--- src/rtl/fpx_status_pkg.sv ---
package fpx_status_pkg;

    localparam int XLEN  = 32;
    localparam int NLANE = 5;
    localparam int RM_W  = 2;

    // exception lane order
    localparam int L_UF = 0;
    localparam int L_DZ = 1;
    localparam int L_OV = 2;
    localparam int L_IV = 3;
    localparam int L_UI = 4;

    // field placement
    localparam int STICKY_LSB = 8;
    localparam int ENABLE_LSB = 17;
    localparam int DN_POS     = 23;
    localparam int RM_LSB     = XLEN - RM_W;

    // cause bit position of a lane
    function automatic int cause_pos(int lane);
        case (lane)
            L_UF:    return 26;
            L_DZ:    return 27;
            L_OV:    return 28;
            L_IV:    return 29;
            default: return 25;
        endcase
    endfunction

    typedef struct packed {
        logic [RM_W-1:0]  rm;
        logic             dn;
        logic [NLANE-1:0] enable;
        logic [NLANE-1:0] cause;
        logic [NLANE-1:0] sticky;
        logic             trap;
    } fpx_state_t;

endpackage

--- src/rtl/fpx_exc_capture.sv ---
module fpx_exc_capture
    import fpx_status_pkg::*;
(
    input  logic             uf_i,
    input  logic             dz_i,
    input  logic             ov_i,
    input  logic             iv_i,
    input  logic             ui_i,
    input  logic             denorm_i,
    input  logic             dn_i,
    output logic [NLANE-1:0] exc_o
);

    always_comb begin
        exc_o       = '0;
        exc_o[L_UF] = uf_i;
        exc_o[L_DZ] = dz_i;
        exc_o[L_OV] = ov_i;
        exc_o[L_IV] = iv_i;
        // denormal operand without pass control counts as unimplemented
        exc_o[L_UI] = ui_i | (denorm_i & ~dn_i);
    end

endmodule

--- src/rtl/fpx_exc_lane.sv ---
module fpx_exc_lane (
    input  logic done_i,
    input  logic exc_i,
    input  logic en_i,
    input  logic trap_take_i,
    input  logic we_i,
    input  logic wr_cause_i,
    input  logic wr_sticky_i,
    input  logic cause_q_i,
    input  logic sticky_q_i,
    output logic cause_d_o,
    output logic sticky_d_o,
    output logic hit_o
);

    logic sticky_keep;
    logic sticky_set;

    always_comb begin
        hit_o = exc_i & en_i;

        // operation result outranks a software clear
        if (done_i) begin
            cause_d_o = exc_i;
        end else if (we_i) begin
            cause_d_o = cause_q_i & wr_cause_i;
        end else begin
            cause_d_o = cause_q_i;
        end

        sticky_keep = we_i ? (sticky_q_i & wr_sticky_i) : sticky_q_i;
        sticky_set  = done_i & ~trap_take_i & exc_i;
        sticky_d_o  = sticky_keep | sticky_set;
    end

endmodule

--- src/rtl/fpx_csr_map.sv ---
module fpx_csr_map
    import fpx_status_pkg::*;
(
    input  logic [RM_W-1:0]  rm_i,
    input  logic             dn_i,
    input  logic [NLANE-1:0] enable_i,
    input  logic [NLANE-1:0] cause_i,
    input  logic [NLANE-1:0] sticky_i,
    input  logic [XLEN-1:0]  wdata_i,
    output logic [XLEN-1:0]  rdata_o,
    output logic [RM_W-1:0]  w_rm_o,
    output logic             w_dn_o,
    output logic [NLANE-1:0] w_enable_o,
    output logic [NLANE-1:0] w_cause_o,
    output logic [NLANE-1:0] w_sticky_o
);

    always_comb begin
        rdata_o = '0;
        for (int l = 0; l < NLANE; l++) begin
            rdata_o[cause_pos(l)]    = cause_i[l];
            rdata_o[STICKY_LSB + l]  = sticky_i[l];
            rdata_o[ENABLE_LSB + l]  = enable_i[l];
        end
        rdata_o[DN_POS]           = dn_i;
        rdata_o[RM_LSB +: RM_W]   = rm_i;
    end

    always_comb begin
        for (int l = 0; l < NLANE; l++) begin
            w_cause_o[l] = 1'(wdata_i >> cause_pos(l));
        end
        w_sticky_o = NLANE'(wdata_i >> STICKY_LSB);
        w_enable_o = NLANE'(wdata_i >> ENABLE_LSB);
        w_dn_o     = 1'(wdata_i >> DN_POS);
        w_rm_o     = RM_W'(wdata_i >> RM_LSB);
    end

endmodule

--- src/rtl/fpx_status_reg.sv ---
module fpx_status_reg
    import fpx_status_pkg::*;
(
    input  logic        clk_i,
    input  logic        rst_ni,
    input  logic        fpu_done_i,
    input  logic        fpu_underflow_i,
    input  logic        fpu_divzero_i,
    input  logic        fpu_overflow_i,
    input  logic        fpu_invalid_i,
    input  logic        fpu_unimpl_i,
    input  logic        fpu_denorm_i,
    input  logic        csr_we_i,
    input  logic [31:0] csr_wdata_i,
    output logic [31:0] csr_rdata_o,
    output logic [1:0]  round_mode_o,
    output logic        denorm_pass_o,
    output logic        trap_req_o
);

    fpx_state_t st_q, st_d;

    logic [NLANE-1:0] exc;
    logic [NLANE-1:0] lane_hit;
    logic [NLANE-1:0] lane_cause_d;
    logic [NLANE-1:0] lane_sticky_d;
    logic [NLANE-1:0] w_cause;
    logic [NLANE-1:0] w_sticky;
    logic [NLANE-1:0] w_enable;
    logic             w_dn;
    logic [RM_W-1:0]  w_rm;
    logic             trap_take;

    fpx_exc_capture u_capture (
        .uf_i     (fpu_underflow_i),
        .dz_i     (fpu_divzero_i),
        .ov_i     (fpu_overflow_i),
        .iv_i     (fpu_invalid_i),
        .ui_i     (fpu_unimpl_i),
        .denorm_i (fpu_denorm_i),
        .dn_i     (st_q.dn),
        .exc_o    (exc)
    );

    fpx_csr_map u_map (
        .rm_i       (st_q.rm),
        .dn_i       (st_q.dn),
        .enable_i   (st_q.enable),
        .cause_i    (st_q.cause),
        .sticky_i   (st_q.sticky),
        .wdata_i    (csr_wdata_i),
        .rdata_o    (csr_rdata_o),
        .w_rm_o     (w_rm),
        .w_dn_o     (w_dn),
        .w_enable_o (w_enable),
        .w_cause_o  (w_cause),
        .w_sticky_o (w_sticky)
    );

    assign trap_take = fpu_done_i & (|lane_hit);

    for (genvar g = 0; g < NLANE; g++) begin : g_lane
        fpx_exc_lane u_lane (
            .done_i      (fpu_done_i),
            .exc_i       (exc[g]),
            .en_i        (st_q.enable[g]),
            .trap_take_i (trap_take),
            .we_i        (csr_we_i),
            .wr_cause_i  (w_cause[g]),
            .wr_sticky_i (w_sticky[g]),
            .cause_q_i   (st_q.cause[g]),
            .sticky_q_i  (st_q.sticky[g]),
            .cause_d_o   (lane_cause_d[g]),
            .sticky_d_o  (lane_sticky_d[g]),
            .hit_o       (lane_hit[g])
        );
    end

    always_comb begin
        st_d        = st_q;
        st_d.cause  = lane_cause_d;
        st_d.sticky = lane_sticky_d;
        st_d.trap   = trap_take;
        if (csr_we_i) begin
            st_d.enable = w_enable;
            st_d.dn     = w_dn;
            st_d.rm     = w_rm;
        end
    end

    always_ff @(posedge clk_i or negedge rst_ni) begin
        if (!rst_ni) begin
            st_q <= '0;
        end else begin
            st_q <= st_d;
        end
    end

    assign round_mode_o  = st_q.rm;
    assign denorm_pass_o = st_q.dn;
    assign trap_req_o    = st_q.trap;

endmodule

--- config.mk ---
export PLATFORM = sky130hd
export DESIGN_NAME = fpx_status_reg
export DESIGN_NICKNAME = d
export VERILOG_FILES = /design/src/rtl/fpx_status_pkg.sv /design/src/rtl/fpx_exc_capture.sv /design/src/rtl/fpx_exc_lane.sv /design/src/rtl/fpx_csr_map.sv /design/src/rtl/fpx_status_reg.sv
export SDC_FILE = /design/constraint.sdc
export NUM_CORES = 1
export LEC_CHECK = 0
export BUFFER_PORTS_ARGS = -buffer_cell sky130_fd_sc_hd__buf_4
export CAP_MARGIN = 15
export CORE_MARGIN = 3
export CORE_UTILIZATION = 30
export CTS_CLUSTER_DIAMETER = 30
export CTS_CLUSTER_SIZE = 28
export DETAILED_ROUTE_END_ITERATION = 6
export SLEW_MARGIN = 20
export SYNTH_ARGS = -nofsm -noshare
export SYNTH_HDL_FRONTEND = slang
export SYNTH_SLANG_ARGS = --single-unit
--- constraint.sdc ---
create_clock -name clk_i -period 2.8 [get_ports clk_i]
set_input_delay 0.28 -clock clk_i [delete_from_list [all_inputs] [get_ports clk_i]]
set_output_delay 0.28 -clock clk_i [all_outputs]
set_load 0.02 [all_outputs]
=== Yosys cells after proc, flatten, opt, wreduce, memory -nomap -nowiden ===
Index checks and enable logic that the tools add are counted.

* Flip-flop bits (word level): 19
* Input bits: 42
* Output and inout bits: 36
* Logic and storage cells: 54

* Mux-type cells: 15
* Bitwise operators: 31
* Reductions and logical operators: 2

{| class="wikitable"
|+ Operator list
! operator !! number
|-
| 1-bit bitwise AND || 23
|-
| 1-bit two-way mux || 15
|-
| 1-bit OR || 6
|-
| 5-bit OR reduction || 1
|-
| 1-bit NOT || 2
|-
| 2-bit nonzero test || 1
|}

=== Logic depth before layout (Yosys ltp) ===
Gate-level depths: netlist (run 1).

* Depth in word-level cells: 10
* Gate-level depth with buffers: 4
* Depth with buffers taken out: 3

=== Cells and area by module ===
A second synthesis (run 1) with hierarchy kept.

* Cell total of the unflattened synthesis: 129
* Area total of the unflattened synthesis: 1,258.7 sq um

{| class="wikitable"
|+ Modules (own cells, without submodules)
! module !! instances !! cells an instance !! area an instance (sq um) !! sequential area each (sq um)
|-
| fpx_status_reg || 1 || 32 || 600.6 || 475.5
|-
| fpx_csr_map || 1 || 51 || 379.1 || 0.0
|-
| fpx_exc_lane || 5 || 8 || 47.5 || 0.0
|-
| fpx_exc_capture || 1 || 6 || 41.3 || 0.0
|}

=== Least setup slack after synthesis (run 1) ===
OpenSTA, ideal clock, no wires.

* Kind: reg-to-reg
* Start point: register st_q, in the netlist denorm_pass_o
* End point: register st_q[1] (netlist name)
* Library setup time: 122 ps
* Arrival time: 998 ps
* Required time: 2,678 ps
* Path slack: 1,681 ps
* Stages on the path, launching flop included: 4
* Path buffers: 0
* Cell sequence: dfrtp_1 > nor2b_1 > o21ai_1 > a32o_1

* Longest elaborated chain between the ends: 10

{| class="wikitable"
|+ Ends and longest elaborated chain
! what !! RTL line !! source
|-
| start: declaration || fpx_status_reg.sv:21 || <nowiki>fpx_state_t st_q, st_d;</nowiki>
|-
| start signal: assignment || fpx_status_reg.sv:95 || <nowiki>st_q <= st_d;</nowiki>
|-
| 1-bit NOT || fpx_exc_capture.sv:21 || <nowiki>exc_o[L_UI] = ui_i | (denorm_i & ~dn_i);</nowiki>
|-
| 1-bit bitwise AND || fpx_exc_capture.sv:21 ||
|-
| 1-bit OR || fpx_exc_capture.sv:21 ||
|-
| 1-bit bitwise AND || fpx_exc_lane.sv:20 || <nowiki>hit_o = exc_i & en_i;</nowiki>
|-
| 5-bit OR reduction || fpx_status_reg.sv:60 || <nowiki>assign trap_take = fpu_done_i & (|lane_hit);</nowiki>
|-
| 1-bit bitwise AND || fpx_status_reg.sv:60 ||
|-
| 1-bit NOT || fpx_exc_lane.sv:32 || <nowiki>sticky_set = done_i & ~trap_take_i & exc_i;</nowiki>
|-
| 1-bit bitwise AND (2 in series) || fpx_exc_lane.sv:32 ||
|-
| 1-bit OR || fpx_exc_lane.sv:33 || <nowiki>sticky_d_o = sticky_keep | sticky_set;</nowiki>
|-
| named net g_lane[0].u_lane.sticky_d_o || fpx_exc_lane.sv:12 || <nowiki>output logic sticky_d_o,</nowiki>
|}

The timed path passes the listed nets, and every way through them passes these cells.
A chain may end at the register's enable or synchronous reset.

=== Worst setup path in the final report (run 1) ===
* Start point: register st_q, in the netlist denorm_pass_o
* End point: output port csr_rdata_o[23]

{| class="wikitable"
|+ RTL lines
! what !! RTL line !! source
|-
| end: declaration || fpx_status_reg.sv:15 || <nowiki>output logic [31:0] csr_rdata_o,</nowiki>
|}

No word-level cell between the ends.

==> results.cfg, run 1 <==
[floorplanning]
fp.dieH_um = 64.80
initial_core_util_pct = 32.64
fp.dieArea_mm2 = 0.004199
design.core.area_mm2 = 0.003178
io_pins = 78
rows = 20
die_width_um = 64.80

[clocking]
clk_pin_slew_ns = 0.10
root_buffer = clkbuf_4
cts_tree = yes
h-tree-depth = 1
cts_setup_buffers = 0
clk_latency_ns = 0.29
cts_buffer_depth = 2
hold_buffers = 1
cts_resized = 0
cts.sinks = 19
cts_buffers = 3

[routing]
avgViaCountPerCell = 4.214
ant_nets = 0
wl_per_cell_um = 12.18
wl_mm = 2.107
vias = 729
drt_iter0_markers = 4
drtPass1Iterations = 3
remaining_drc_errors = 0

[power]
comb_power_share_pct = 31.3
p_sw_share_pct = 31.62
p_leak_nw = 0.6363
pwr-share-clk_pct = 20.0
pwr_density_cell_mw_per_mm2 = 516.6
ir_drop_mv = 0.3142
p_sw_uw = 211.2
seq_power_share_pct = 48.7
internal_power_uw = 456.6

[yosys]
synth-seq-area-share_pct = 45.84
yosysWarnings = 0
netlist_area_mm2 = 0.001037
yosysUniqueCellTypes = 19
synthCells = 96
avgSynthCellArea_um2 = 10.80
ys_ff_latch = 19

[sta]
fin_crit_ns = 1.166
max_freq_mhz = 857.9
final_max_slew_viol_count = 0
clock-skew-final_ns = 0.004339
setup_viol = 0
post-route-period-util_pct = 41.63
hold_viol_final = 0
rsz0062_at_grt = no
totalNegativeSetupSlack_ns = 0

[worst_setup_path]
worstPathRequired_ns = 2.52
crit_fanout = 4
slowest_delay_ns = 0.42
path_cells = buf_4
cpMaxStageDelayCell = dfrtp_1
crit_family = flip-flops
worstSetupEndpointType = primary output
startpoint_type = flip-flop
crit_buf_inv = 1
critPathKind = reg -> out
ff2ff_setup_slack_ns = 1.66
cp.arrival_ns = 0.89

[status]
status = complete, no violations

[finish]
syn_to_final_growth_pct = 24.61
nets = 172
n_antenna_cell = 0
drive_gt1_share_pct = 48.84
fillerInstances = 330
fin_cells = 173

[grt]
grt_use_total_pct = 10.64
grt_pass1_wl_mm = 3.436
grt_overflow = 0
grt_antenna_before_repair = 0
grt_max_degree = 20
grt_pass1_vias = 788

[worst_hold_path]
hold_path.class = in -> reg

[place]
port_buffers = 49
place.gp.congestion = 0.6858
dp_cells = 168
dp_hpwl_mm = 1.786

[run]
maxCapViolCount = 0
## path summary, 6_finish.rpt
path / startpoint / cells past startpoint / end
max: denorm_pass_o / 1 / csr_rdata_o[23]
min: csr_wdata_i[23] / 2 / denorm_pass_o
max reg2reg: denorm_pass_o / 3 / st_q[3]
min reg2reg: st_q[4] / 1 / st_q[4]
max in group asynchronous: rst_ni / 2 / trap_req_o
min in group asynchronous: rst_ni / 2 / st_q[2]
## registers in the layout (all words and copies together) (netlist names)
register,cells
trap_req_o,1
round_mode_o,2
denorm_pass_o,1
st_q,15
## placed cells by master (no fill, tap or decap)
| cell type | synthesis | layout |
|---|---|---|
| buf_4 | 33 | 49 |
| and3_4 | 1 | 1 |
| nor2b_1 | 1 | 1 |
| a32o_1 | 4 | 4 |
| o21ai_0 | 10 | 10 |
| dlygate4sd3_1 | 0 | 1 |
| clkbuf_1 | 0 | 1 |
| conb_1 | 1 | 14 |
| nand2b_1 | 4 | 4 |
| inv_1 | 2 | 2 |
| clkbuf_4 | 0 | 3 |
| mux2_2 | 8 | 8 |
| a22oi_2 | 2 | 2 |
| o211ai_1 | 1 | 1 |
| nor2_1 | 1 | 1 |
| a31oi_1 | 1 | 1 |
| nand3_1 | 1 | 1 |
| nand2_1 | 4 | 4 |
| o21ai_1 | 1 | 1 |
| o31ai_1 | 1 | 1 |
| dfrtp_1 | 19 | 19 |
## cells by family after synthesis
family / after synthesis / synth area share, %
AOI/OAI and AO/OA: 20 / 13.63
buffers and inverters: 36 / 25.09
DFF: 19 / 45.84
muxes: 8 / 8.686
other: 1 / 0.3615
and+or+nand+nor: 12 / 6.392
## Yosys cell counts
library cell,n,share of area [%]
inv_1,2,0.72
and3_4,1,1.1
o211ai_1,1,0.72
a32o_1,4,3.9
nand2b_1,4,2.4
mux2_2,8,8.7
buf_2,1,0.48
conb_1,1,0.36
dfrtp_1,19,46
nor2b_1,1,0.60
o31ai_1,1,0.72
o21ai_1,1,0.48
o21ai_0,10,4.8
nor2_1,1,0.36
a22oi_2,2,2.4
nand3_1,1,0.48
nand2_1,4,1.4
buf_4,33,24
a31oi_1,1,0.60
## metal layers
metal / routed length (µm) / part of all wire (%) / global-route usage, % / up-vias
met2: 1028 / 49 / 19.03 / 41
met3: 200 / 9.5 / 3.293 / 2
li1: - / - / - / 351
met5: 0 / 0 / 0 / -
met1: 860 / 41 / 12.01 / 335
met4: 19 / 0.90 / 3.166 / 0
## through the flow
stage	hold slack [ns]	util (%)	setup WS, ns	instance area (µm²)	power, mW
5_1_grt	0.1967	40.67	1.532	1292	0.7134
2_1_floorplan	-0.01559	-	1.681	1086	0.4925
3_3_place_gp	0.1652	39.53	1.660	1256	0.5372
6_report	0.2111	40.67	1.634	1292	0.6677
3_5_place_dp	0.1662	39.53	1.645	1256	0.5421
4_1_cts	0.2041	40.67	1.624	1292	0.6777
## final cells by class
class | instances | area, µm² | share of cell area (%)
clock buffer | 4 | 26.28 | 2.033
sequential | 19 | 475.5 | 36.79
multi-input combinational | 54 | 350.3 | 27.11
timing repair buffer | 50 | 377.9 | 29.24
tap | 44 | 55.05 | 4.259
inverter | 2 | 7.507 | 0.5808
## power by group through the flow
stage | clock network, mW | logic [mW] | registers, mW
after floorplan | 0 | 0.160 | 0.333
after global routing | 0.156 | 0.226 | 0.331
final | 0.134 | 0.209 | 0.325
after global placement | 0 | 0.208 | 0.329
after detailed placement | 0 | 0.210 | 0.332
after CTS | 0.140 | 0.212 | 0.326
Note: power is estimated with default switching activity, not from simulation.
==> run 2, diff against run 1 <==
clock period = 1.1 ns   (was 2.8 ns; I/O delays follow)
==> run 2 against run 1 <==
  * Non-clock buffer count rose by 5
  * The run now ends with negative setup slack left
  * Cell area rose by 5.6%
  * Setup slack got worse by 1.6 ns
  * Critical path depth rose by 2
  * Largest power group unchanged
==> results.cfg, run 2 (synthesis results as in run 1) <==
[grt]
grt_use_total_pct = 10.96
grt_pass1_vias = 789
grt_pass1_wl_mm = 3.594
grt_overflow = 0
grt_antenna_before_repair = 0
grt_max_degree = 20

[clocking]
cts.sinks = 19
clk_latency_ns = 0.29
cts_buffers = 3
h-tree-depth = 1
clk_pin_slew_ns = 0.11
cts_buffer_depth = 2
root_buffer = clkbuf_4
cts_tree = yes

[floorplanning]
io_pins = 78
die_width_um = 64.80
initial_core_util_pct = 32.64
rows = 20
fp.dieArea_mm2 = 0.004199
design.core.area_mm2 = 0.003178
fp.dieH_um = 64.80

[sta]
post-route-period-util_pct = 100.2
clock-skew-final_ns = 0.004048
rsz0062_at_grt = yes
max_freq_mhz = 907.6
fin_ws_ns = -0.001827
hold_viol_final = 0
setup_viol = 1
final_max_slew_viol_count = 0
fin_crit_ns = 1.102

[power]
comb_power_share_pct = 33.4
p_sw_uw = 555.1
pwr-share-clk_pct = 19.6
p_leak_nw = 0.6708
ir_drop_mv = 0.6675
seq_power_share_pct = 47.0
p_sw_share_pct = 31.60
pwr_density_cell_mw_per_mm2 = 1287
internal_power_mw = 1.201

[worst_setup_path]
r2r.worst_path.cells = 3
crit_fanout = 4
rr_endpoint = st_q[3]
startpoint_type = flip-flop
worstSetupEndpointType = flip-flop
cp.arrival_ns = 1.33
cpMaxStageDelayCell = dfrtp_1
path_cells = a22oi_2 -> and3_4 -> a32o_1
ff2ff_setup_slack_ns = -0.002
critPathKind = reg -> reg
rr_startpoint = st_q[14]
slowest_delay_ns = 0.40
worstPathRequired_ns = 1.33

[worst_hold_path]
hold_path.class = in -> reg
hold_path_end = round_mode_o[1]
min_path_cells = 2
hold_start = csr_wdata_i[31]

[finish]
nets = 177
largest_register = st_q
fillerInstances = 323
final_cell_mix = buf_4 (48), dfrtp_1 (18), conb_1 (14)
finish.instance_area_mm2 = 0.001365
drive_gt1_share_pct = 53.73
n_antenna_cell = 0
final_util_pct = 42.95
syn_to_final_growth_pct = 31.60
final_common_cell = buf_4
largest_register_ffs = 15

[routing]
avgViaCountPerCell = 4.213
drtPass1Iterations = 4
vias = 750
wl_mm = 2.197
ant_nets = 0
remaining_drc_errors = 0
drt_iter0_markers = 15
wl_per_cell_um = 12.34

[run]
maxCapViolCount = 0

[status]
violations = negative setup slack
status = finished, violations left

[place]
dp_hpwl_mm = 1.764
port_buffers = 49
placed_area_mm2 = 0.001287
place.gp.congestion = 0.6895
## run 2: cell count changes in the layout (fill, tap and decap cells not counted)
cell	change
nor2b_2	+1
dfrtp_2	+1
o21ai_2	+1
o31ai_1	-1
dfrtp_1	-1
o21ai_1	-1
buf_4	-1
buf_6	+6
nor2b_1	-1
o31ai_2	+1
## run 2: timing repair
item	in CTS	in global routing
setup endpoints to repair	8	9
resized for setup	3	6
pin swaps	2	2
hold endpoints to repair	19	0
hold buffers	1	0
buffers inserted	1	0
## run 2: cell type report
class,instances,area (µm²),share of cell area [%]
tap,44,55.05,4.033
sequential,19,476.7,34.92
clock buffer,4,26.28,1.925
multi-input combinational,54,361.6,26.49
inverter,2,7.507,0.5500
timing repair buffer,55,437.9,32.08
## run 2: worst max-delay path, delay by kind of cell (launching register included)
family / cells / cell delay (ns)
AOI/OAI and AO/OA: 2 / 0.40
DFF: 1 / 0.40
and+or+nand+nor: 1 / 0.24
## run 2: routing by layer
metal / up-vias / GRT usage, % / wire, µm
met1: 348 / 12.10 / 854
met5: - / 0 / 0
met2: 41 / 19.67 / 1092
met4: 0 / 3.958 / 11
met3: 2 / 3.293 / 239
li1: 359 / - / -
## run 2: worst max path at each step
stage | startpoint | endpoint | slack (ns) | cells after the start
3_3_place_gp | denorm_pass_o | st_q[3] | -0.003 | 3
2_1_floorplan | denorm_pass_o | st_q[1] | 0.004 | 3
3_5_place_dp | denorm_pass_o | st_q[3] | -0.03 | 3
4_1_cts | st_q[14] | st_q[3] | -0.006 | 3
5_1_grt | st_q[14] | st_q[3] | -0.06 | 3
6_report | st_q[14] | st_q[3] | -0.002 | 3
## run 2: per-stage QoR
step | setup slack, ns | TNS, ns | std cells | hold WS, ns | total power, mW
finish | -0.001827 | -0.001827 | 178 | 0.04815 | 1.757
global route | -0.05766 | -0.3066 | 178 | 0.02361 | 1.888
CTS | -0.005612 | -0.01123 | 178 | 0.03655 | 1.769
detailed placement | -0.03368 | -0.08460 | 172 | 0.001929 | 1.398
global placement | -0.003311 | -0.006919 | 172 | -0.004440 | 1.387
floorplan | 0.004280 | 0 | 109 | -0.1856 | 1.254
## run 2: power by group through the flow
stage	clock network [mW]	registers (mW)	logic, mW
detailed placement	0	0.837	0.561
finish	0.345	0.826	0.586
global placement	0	0.835	0.553
floorplan	0	0.848	0.406
CTS	0.366	0.824	0.578
global route	0.416	0.839	0.633
==> run 3, diff against run 2 <==
SYNTH_HIERARCHICAL = 1   (was default)
==> run 3 against run 2 <==
  * The flow still finishes with violations (negative setup slack)
  * Area after synthesis is 21% higher
  * Sequential share of layout area is 2.5 points lower
  * Critical path depth is 4 higher
  * Synthesized cell count is 34% higher
  * Wire length is 3.2% higher
  * Global-route usage is 2.2 points lower
  * Critical path type unchanged
  * Largest cell class unchanged
==> results.cfg, run 3 <==
[sta]
timing.hold.ws_ns = 0.08614
rsz0062_at_grt = yes
fin_crit_ns = 1.562
clock-skew-final_ns = 0.004059
hold_viol_final = 0
fin_ws_ns = -0.4622
totalNegativeSetupSlack_ns = -2.611
max_freq_mhz = 640.1
final_max_slew_viol_count = 0
post-route-period-util_pct = 142.0
setup_viol = 6

[power]
pwr_density_cell_mw_per_mm2 = 1292
ir_drop_mv = 0.6377
p_sw_uw = 564.2
p_sw_share_pct = 29.73
total_power_mw = 1.898
seq_power_share_pct = 43.2
p_leak_nw = 0.7410
pwr-share-clk_pct = 24.8
internal_power_mw = 1.334
comb_power_share_pct = 32.0

[finish]
final_cell_mix = buf_4 (61), dfrtp_1 (18), conb_1 (14)
largest_register = st_q
largest_register_ffs = 15
final_common_cell = buf_4
finish.instance_area_mm2 = 0.001469
n_antenna_cell = 0
syn_to_final_growth_pct = 16.70
fillerInstances = 405
drive_gt1_share_pct = 51.66
fin_cells = 199
final_util_pct = 38.12
nets = 194

[yosys]
synth-seq-area-share_pct = 37.77
synthArstFlopShare_pct = 100.0
yosysTopAreaCellShare_pct = 37.77
ys_ff_latch = 19
synth_area_leaders = dfrtp_1 (38%), buf_4 (33%), mux2_2 (7.2%)
avgSynthCellArea_um2 = 9.757
yosysWarnings = 6
synthFlopType = dfrtp_1
synthCells = 129
yosysTopAreaCell = dfrtp_1
yosysUniqueCellTypes = 15
synth-edff-count = 0
netlist_area_mm2 = 0.001259
yosys.cell_count.top_type = buf_4
netlist_top_cells_count = buf_4 (56), dfrtp_1 (19), nand2b_1 (10)

[worst_setup_path]
rr_startpoint = denorm_pass_o
worstPathRequired_ns = 1.29
crit_start = denorm_pass_o
r2r.worst_path.cells = 7
crit_fanout = 6
cp.arrival_ns = 1.75
worstSetupEndpointType = flip-flop
startpoint_type = flip-flop
critPathKind = reg -> reg

[routing]
ant_nets = 0
vias = 782
drt_iter0_markers = 3
wl_per_cell_um = 11.39
wl_mm = 2.267
avgViaCountPerCell = 3.930
remaining_drc_errors = 0
drtPass1Iterations = 2

[clocking]
cts_tree = yes
cts.sinks = 19
clk_pin_slew_ns = 0.07
cts_buffers = 3
h-tree-depth = 1
clk_latency_ns = 0.25
cts_buffer_depth = 2
root_buffer = clkbuf_8

[place]
dp_slack_ns = -0.5213
dp_cells = 193
place.gp.congestion = 0.6736
dp_hpwl_mm = 1.848
placed_area_mm2 = 0.001394
port_buffers = 49

[grt]
grt_pass1_wl_mm = 3.553
grt_pass1_vias = 829
grt_max_degree = 20
grt_overflow = 0
grt_use_total_pct = 8.726
grt_antenna_before_repair = 0

[floorplanning]
io_pins = 78
rows = 22
initial_core_util_pct = 32.66
die_width_um = 70.78
fp.dieArea_mm2 = 0.005009
fp.dieH_um = 70.78
design.core.area_mm2 = 0.003854

[status]
violations = negative setup slack
status = finished, violations left

[worst_hold_path]
hold_path.class = in -> reg
min_path_cells = 2
hold_start = csr_wdata_i[30]

[run]
maxCapViolCount = 0
## run 3: worst paths after layout
kind | slack [ns] | end
min reg2reg | 0.50 | st_q[1]
min | 0.09 | round_mode_o[0]
max in group asynchronous | 0.61 | denorm_pass_o
max reg2reg | -0.46 | st_q[4]
max | -0.46 | st_q[4]
min in group asynchronous | 0.26 | st_q[11]
## run 3: worst max-delay path, stage by stage (launching register included)
cell,delay (ns)
dfrtp_2,0.37
inv_2,0.03
a21o_1,0.15
and2_1,0.13
or4_4,0.41
o21a_4,0.23
inv_1,0.05
a32o_1,0.14
## run 3: layout make-up
| class | count | area [µm²] | area share, % |
|---|---|---|---|
| clock inverter | 1 | 5.005 | 0.3407 |
| multi-input combinational | 60 | 395.4 | 26.92 |
| timing repair buffer | 62 | 467.9 | 31.86 |
| tap | 48 | 60.06 | 4.089 |
| inverter | 6 | 22.52 | 1.533 |
| sequential | 19 | 476.7 | 32.45 |
| clock buffer | 3 | 41.29 | 2.811 |
## run 3: logic make-up (layout without fill, tap and decap cells)
family | count (synthesis) | after routing | synth area share, %
AND/OR/NAND/NOR | 26 | 26 | 12.03
other | 1 | 14 | 0.2979
buffers and inverters | 63 | 72 | 35.59
flip-flops | 19 | 19 | 37.77
multiplexers | 8 | 8 | 7.157
AO/OA/AOI/OAI | 12 | 12 | 7.157
## run 3: power groups by stage
stage	logic, mW	registers, mW	clock network (mW)
CTS	0.614	0.822	0.493
detailed placement	0.598	0.834	0
finish	0.608	0.819	0.471
global placement	0.592	0.830	0
global route	0.658	0.829	0.521
floorplan	0.487	0.835	0
## run 3: per-layer routing
layer | GRT usage (%) | wire length, µm | vias to the layer above
met4 | 3.132 | 0 | 0
met5 | 0 | 0 | -
met3 | 2.273 | 175 | 0
met1 | 10.45 | 935 | 359
met2 | 15.04 | 1156 | 36
li1 | - | - | 387
## run 3: repair_timing
action,4_1_cts,5_1_grt
buffers inserted,1,0
endpoints found under the hold margin,19,0
endpoints found under the setup margin,6,6
pin swaps,2,0
hold buffers,1,0
resized for setup,4,1
